File: src/rtl/codec_clk_pkg.sv
package codec_clk_pkg;
  localparam int MDIV_W         = 3;
  localparam int SCODE_W        = 2;
  localparam int FCODE_W        = 2;
  localparam int ADV_W          = 5;
  localparam int FRAME_BASE_LOG = 8;
  localparam int MCNT_W         = 3;
  localparam int SCLK_LOG       = (1 << SCODE_W) - 1;
  localparam int CNT_W          = FRAME_BASE_LOG + (1 << FCODE_W) - 1;

  typedef struct packed {
    logic [MDIV_W-1:0]  mdiv;
    logic [SCODE_W-1:0] sdiv;
    logic [FCODE_W-1:0] fs;
    logic [ADV_W-1:0]   adv;
  } clk_cfg_t;

  // terminal count of prescaler (ratio - 1); unused codes alias to /1
  function automatic logic [MCNT_W-1:0] mdiv_last(input logic [MDIV_W-1:0] c);
    case (c)
      3'd1:    return 3'd1;
      3'd2:    return 3'd2;
      3'd3:    return 3'd3;
      3'd4:    return 3'd4;
      default: return 3'd0;
    endcase
  endfunction

  function automatic logic [CNT_W-1:0] frame_mask(input logic [FCODE_W-1:0] c);
    return {CNT_W{1'b1}} >> c;
  endfunction

  function automatic logic [SCLK_LOG-1:0] sclk_mask(input logic [SCODE_W-1:0] c);
    return {SCLK_LOG{1'b1}} >> c;
  endfunction
endpackage

File: src/rtl/mclk_prescaler.sv
module mclk_prescaler
  import codec_clk_pkg::*;
(
  input  logic              clk_i,
  input  logic              rst_ni,
  input  logic [MCNT_W-1:0] last_i,
  output logic              tick_o
);
  logic [MCNT_W-1:0] cnt_q;

  assign tick_o = (cnt_q == last_i);

  always_ff @(posedge clk_i or negedge rst_ni) begin
    if (!rst_ni)     cnt_q <= '0;
    else if (tick_o) cnt_q <= '0;
    else             cnt_q <= cnt_q + 1'b1;
  end
endmodule

File: src/rtl/frame_counter.sv
module frame_counter
  import codec_clk_pkg::*;
(
  input  logic                clk_i,
  input  logic                rst_ni,
  input  logic                tick_i,
  input  logic [CNT_W-1:0]    fmask_i,
  input  logic [SCLK_LOG-1:0] smask_i,
  output logic [CNT_W-1:0]    cnt_o,
  output logic                sclk_o,
  output logic                frame_o
);
  logic [CNT_W-1:0] cnt_q;

  assign cnt_o   = cnt_q;
  assign frame_o = tick_i && (cnt_q == fmask_i);
  // serial ticks are phase-locked to the frame, so a frame end is always one
  assign sclk_o  = tick_i && ((cnt_q[SCLK_LOG-1:0] & smask_i) == smask_i);

  always_ff @(posedge clk_i or negedge rst_ni) begin
    if (!rst_ni)      cnt_q <= '0;
    else if (frame_o) cnt_q <= '0;
    else if (tick_i)  cnt_q <= cnt_q + 1'b1;
  end
endmodule

File: src/rtl/dac_load_gen.sv
module dac_load_gen
  import codec_clk_pkg::*;
(
  input  logic                tick_i,
  input  logic [CNT_W-1:0]    cnt_i,
  input  logic [CNT_W-1:0]    fmask_i,
  input  logic [SCLK_LOG-1:0] smask_i,
  input  logic [ADV_W-1:0]    adv_i,
  output logic                load_o
);
  logic [CNT_W-1:0] step, span, target;

  always_comb begin
    step   = (fmask_i >> ADV_W) + 1'b1;
    span   = {{(CNT_W-SCLK_LOG){1'b0}}, smask_i} + 1'b1
           + {{(CNT_W-ADV_W){1'b0}}, adv_i} * step;
    // modulo-frame wrap: a full-frame offset lands on the frame end itself
    target = (fmask_i - span) & fmask_i;
    load_o = tick_i && (cnt_i == target);
  end
endmodule

File: src/rtl/codec_clk_chain.sv
module codec_clk_chain
  import codec_clk_pkg::*;
(
  input  logic               clk_i,
  input  logic               rst_ni,
  input  logic [MDIV_W-1:0]  mdiv_sel_i,
  input  logic [SCODE_W-1:0] sclk_sel_i,
  input  logic [FCODE_W-1:0] fs_sel_i,
  input  logic [ADV_W-1:0]   adv_i,
  output logic               dmclk_en_o,
  output logic               sclk_en_o,
  output logic               sample_o,
  output logic               dac_load_o
);
  clk_cfg_t            cfg_q;
  logic [MDIV_W-1:0]   act_mdiv;
  logic [CNT_W-1:0]    fmask, cnt;
  logic [SCLK_LOG-1:0] smask;

  assign act_mdiv = cfg_q.mdiv;
  assign fmask    = frame_mask(cfg_q.fs);
  assign smask    = sclk_mask(cfg_q.sdiv);

  // controls are shadowed and only committed on a frame boundary
  always_ff @(posedge clk_i or negedge rst_ni) begin
    if (!rst_ni)       cfg_q <= '0;
    else if (sample_o) cfg_q <= '{mdiv: mdiv_sel_i, sdiv: sclk_sel_i,
                                  fs: fs_sel_i, adv: adv_i};
  end

  mclk_prescaler u_pre (
    .clk_i  (clk_i),
    .rst_ni (rst_ni),
    .last_i (mdiv_last(act_mdiv)),
    .tick_o (dmclk_en_o)
  );

  frame_counter u_frm (
    .clk_i   (clk_i),
    .rst_ni  (rst_ni),
    .tick_i  (dmclk_en_o),
    .fmask_i (fmask),
    .smask_i (smask),
    .cnt_o   (cnt),
    .sclk_o  (sclk_en_o),
    .frame_o (sample_o)
  );

  dac_load_gen u_dac (
    .tick_i  (dmclk_en_o),
    .cnt_i   (cnt),
    .fmask_i (fmask),
    .smask_i (smask),
    .adv_i   (cfg_q.adv),
    .load_o  (dac_load_o)
  );
endmodule

File: config.mk
export PLATFORM = sky130hd
export DESIGN_NAME = codec_clk_chain
export DESIGN_NICKNAME = d
export VERILOG_FILES = /design/src/rtl/codec_clk_pkg.sv /design/src/rtl/mclk_prescaler.sv /design/src/rtl/frame_counter.sv /design/src/rtl/dac_load_gen.sv /design/src/rtl/codec_clk_chain.sv
export SDC_FILE = /design/constraint.sdc
export NUM_CORES = 1
export LEC_CHECK = 0
export CELL_PAD_IN_SITES_DETAIL_PLACEMENT = 0
export CELL_PAD_IN_SITES_GLOBAL_PLACEMENT = 2
export CORE_ASPECT_RATIO = 0.6
export CORE_MARGIN = 3
export CORE_UTILIZATION = 45
export DETAILED_ROUTE_END_ITERATION = 6
export DONT_BUFFER_PORTS = 1
export PLACE_DENSITY = 0.95
export SYNTH_ARGS = -nofsm -noshare
export SYNTH_HDL_FRONTEND = slang
export SYNTH_SLANG_ARGS = --single-unit
File: constraint.sdc
create_clock -name clk_i -period 9.14 [get_ports clk_i]
set_clock_uncertainty 0.2 [all_clocks]
set_input_delay 1.828 -clock clk_i [delete_from_list [all_inputs] [get_ports clk_i]]
set_output_delay 1.828 -clock clk_i [all_outputs]
set_load 0.05 [all_outputs]
==> results by group <==
Setup path
  – Register-to-Register Path Depth: 6
  – R2R Path Start: cfg_q[6]
  – Critical path endpoint category: output port
  – Crit path largest cell delay: 0.73 ns
  – CP Launch Type: flip-flop
  – Largest delay share family, worst path: adder cells
  – WS Path Type: flip-flop to output port
  – R2R Path End: cfg_q[2]
  – Most Frequent Cell on Critical Path: fa_1
  – Worst Path Max Fanout: 14
  – Worst path buffer plus inverter count: 1
  – Critical Path RT: 7.11 ns
  – Worst EP arrival: 5.34 ns
  – Reg2reg setup slack: 6.51 ns
  – Slowest cell on the critical path: a211oi_2
  – Crit-path cells: nor2b_1 -> and2_1 -> ha_1 -> fa_1 -> fa_1 -> inv_1 -> fa_1 -> ha_1 -> a21o_1 -> o21a_1 -> or3_1 -> a31o_2 -> a211oi_2

Logic synthesis
  – Multiplexer share of the synthesized area: 8.49%
  – Syn_nets: 252
  – Simple-gate portion of the synthesized area: 19.7%
  – Adder-Cell Fraction of Synth Area: 20.2%
  – Synth cell types: 43
  – Compound-Gate Fraction of Synth Area: 9.43%
  – Synthesized area per cell: 10.2 sq um
  – Yosys reg bits: 26
  – Xor/xnor share of the synthesized area: 7.25%
  – Cells after Synth: 208
  – Sequential area share after synthesis: 30.6%
  – Number of warnings issued by yosys: 0
  – Main combinational cell family by area after synthesis: adder cells
  – Post-Syn Area: 2120 sq um

Hold path
  – Min-delay src: u_pre.cnt_q[0]
  – Hold WC Path Type: flip-flop to flip-flop
  – Hold Path Stages: 1
  – WHS Endpoint: u_pre.cnt_q[0]

Drt
  – Total Routed Length: 4.49 mm
  – Vias/cell: 5.62
  – DR WL/cell: 16.7 microns
  – DRC viols: 0
  – Initial DRC Count: 90
  – Drt first pass iters: 4
  – DR vias: 1507
  – Routed Antenna Nets: 0

Power
  – Max IR drop VDD: 0.0626 mV
  – Pwr Density: 94.0 nW/um^2
  – Final Total Pwr: 211 uW
  – Pleak: 0.00112 uW

Die
  – Rows: 18
  – Core area: 4320 sq um
  – Die Wd: 94.7 microns
  – Starting Density: 49.1%
  – Num ports: 18
  – Die height: 59.2 microns
  – Die area: 5610 sq um

Global route
  – Number of global-route vias before repair: 1535
  – Initial antenna violation count: 0
  – Largest net degree at the start of global routing: 27
  – Congestion Overflow GR: 0
  – Global-route wire length before repair: 7.58 mm
  – GRT Resource Usage Total: 17.6%

STA
  – # setup viols final: 0
  – Fmax: 136 MHz
  – Unrepaired setup endpoints after global routing: false
  – Pins Over Slew Limit: 0
  – Final hold viol count: 0
  – Crit path time final: 7.37 ns
  – Final worst-path cycle share: 80.6%
  – Setup tns final: 0 ns
  – Rel. slew slack: 40.8%
  – Worst-margin pin slew: 0.887 ns

Clock network
  – Post-CTS sizing: 0
  – Clock Path Buffers: 2
  – Clk Latency, worst-skew pair: 0.28 ns
  – H-Tree Level Count: 1
  – Reg clk slew, reported paths: 0.09 ns
  – Post-CTS setup buffers: 0
  – Clock root buffer: clkbuf_8
  – CTS tree: yes
  – TritonCTS Buffers: 3
  – CTS sink cnt: 26
  – # hold bufs at CTS: 0

Placed design
  – RePlAce Congestion: 0.842
  – Placed wire-length estimate: 3.56 mm
  – Port Buffers: 0
  – Cell area after placement: 2170 sq um

Status
  – Status: finished, final reports clean

Cells and area
  – Layout cells sized above 1: 14.9%
  – Area of the multi-input gates: 1390 sq um
  – Fin nets: 253
  – Area growth syn-to-layout: 5.66%
  – N_diodes: 0
  – Final instance area: 2240 sq um
  – Fillers: 401
  – FF+latch area: 651 sq um
  – Final core occ: 51.9%

Job
  – Max cap viols: 0
## metal layers
layer,vias to the layer above,wire [microns],global-route usage (%)
met5,-,0,0
met4,0,49,2.87
met3,4,226,4.44
met2,38,1840,25.3
met1,740,2370,26.9
li1,725,-,-
## worst max path at each step
stage	from	end	cells past startpoint
final	cfg_q[6]	dac_load_o	13
after global routing	cfg_q[6]	dac_load_o	13
after CTS	cfg_q[6]	dac_load_o	13
after detailed placement	cfg_q[6]	dac_load_o	13
after global placement	cfg_q[6]	dac_load_o	13
after floorplan	cfg_q[6]	dac_load_o	14
## cells by family after synthesis
family	after synthesis
AND/OR/NAND/NOR	75
adder cells (fa/ha/maj)	30
AO/OA/AOI/OAI	28
flip-flops	26
buffers and inverters	18
XOR/XNOR	16
multiplexers	15
## cell type report
type                            instances  share of cell area, %
Clock buffer                            3                   1.84
Clock inverter                          1                   1.34
Inverter                               12                   2.01
Multi-Input combinational cell        164                   61.8
Sequential cell                        26                   29.0
Tap cell                               60                   3.35
Timing Repair Buffer                    2                  0.669
## cell usage after synthesis, drive strengths merged
library cell,number,area (sq um)
a211oi,2,15.0
a21o,2,16.3
a21oi,5,36.3
a31o,1,8.76
a31oi,1,6.26
and2,13,82.6
and3,8,52.6
and3b,1,8.76
and4,3,27.5
buf,2,31.3
clkbuf,4,15.0
dfrtp,26,651
fa,7,140
ha,23,288
inv,12,45.0
mux2,15,180
nand2,14,52.6
nand2b,4,25.0
nand3,4,20.0
nand4,3,18.8
nor2,11,41.3
nor2b,2,12.5
nor3,4,20.0
nor3b,2,15.0
o2111ai,1,8.76
o211a,2,20.0
o211ai,1,7.51
o21a,3,22.5
o21ai,8,40.0
o21ba,1,10.0
o22a,1,8.76
or3,5,31.3
or4,1,11.3
xnor2,5,43.8
xnor3,1,22.5
xor2,10,87.6
## flip-flops by register name (all words and copies together), names as in the netlist
signal	flops
act_mdiv	3
cfg_q	9
u_frm.cnt_o	11
u_pre.cnt_q	3
## layout by cell type, fill, tap and decap left out, drive strengths merged, types with 4 or more instances in the layout
cell     n
a21oi    5
and2    13
and3     8
dfrtp   26
fa       7
ha      23
inv     12
mux2    15
nand2   14
nand2b   4
nand3    4
nor2    11
nor3     4
o21ai    8
or3      5
xnor2    5
xor2    10
## power breakdown
group / switching, uW / internal, uW / total, uW
logic: 0 / 0.0634 / 0.0641
clock network: 37.2 / 58.6 / 95.8
registers: 0 / 115 / 115
total: 37.2 / 174 / 211
## metrics by stage
stage	hold slack, ns	setup WS [ns]	instances
after CTS	0.344	1.74	268
after detailed placement	0.332	2.06	264
after floorplan	0.273	1.88	208
after global routing	0.359	1.49	268
after global placement	0.294	2.22	264
final	0.332	1.77	268
Power figures use the tool's default switching activity.
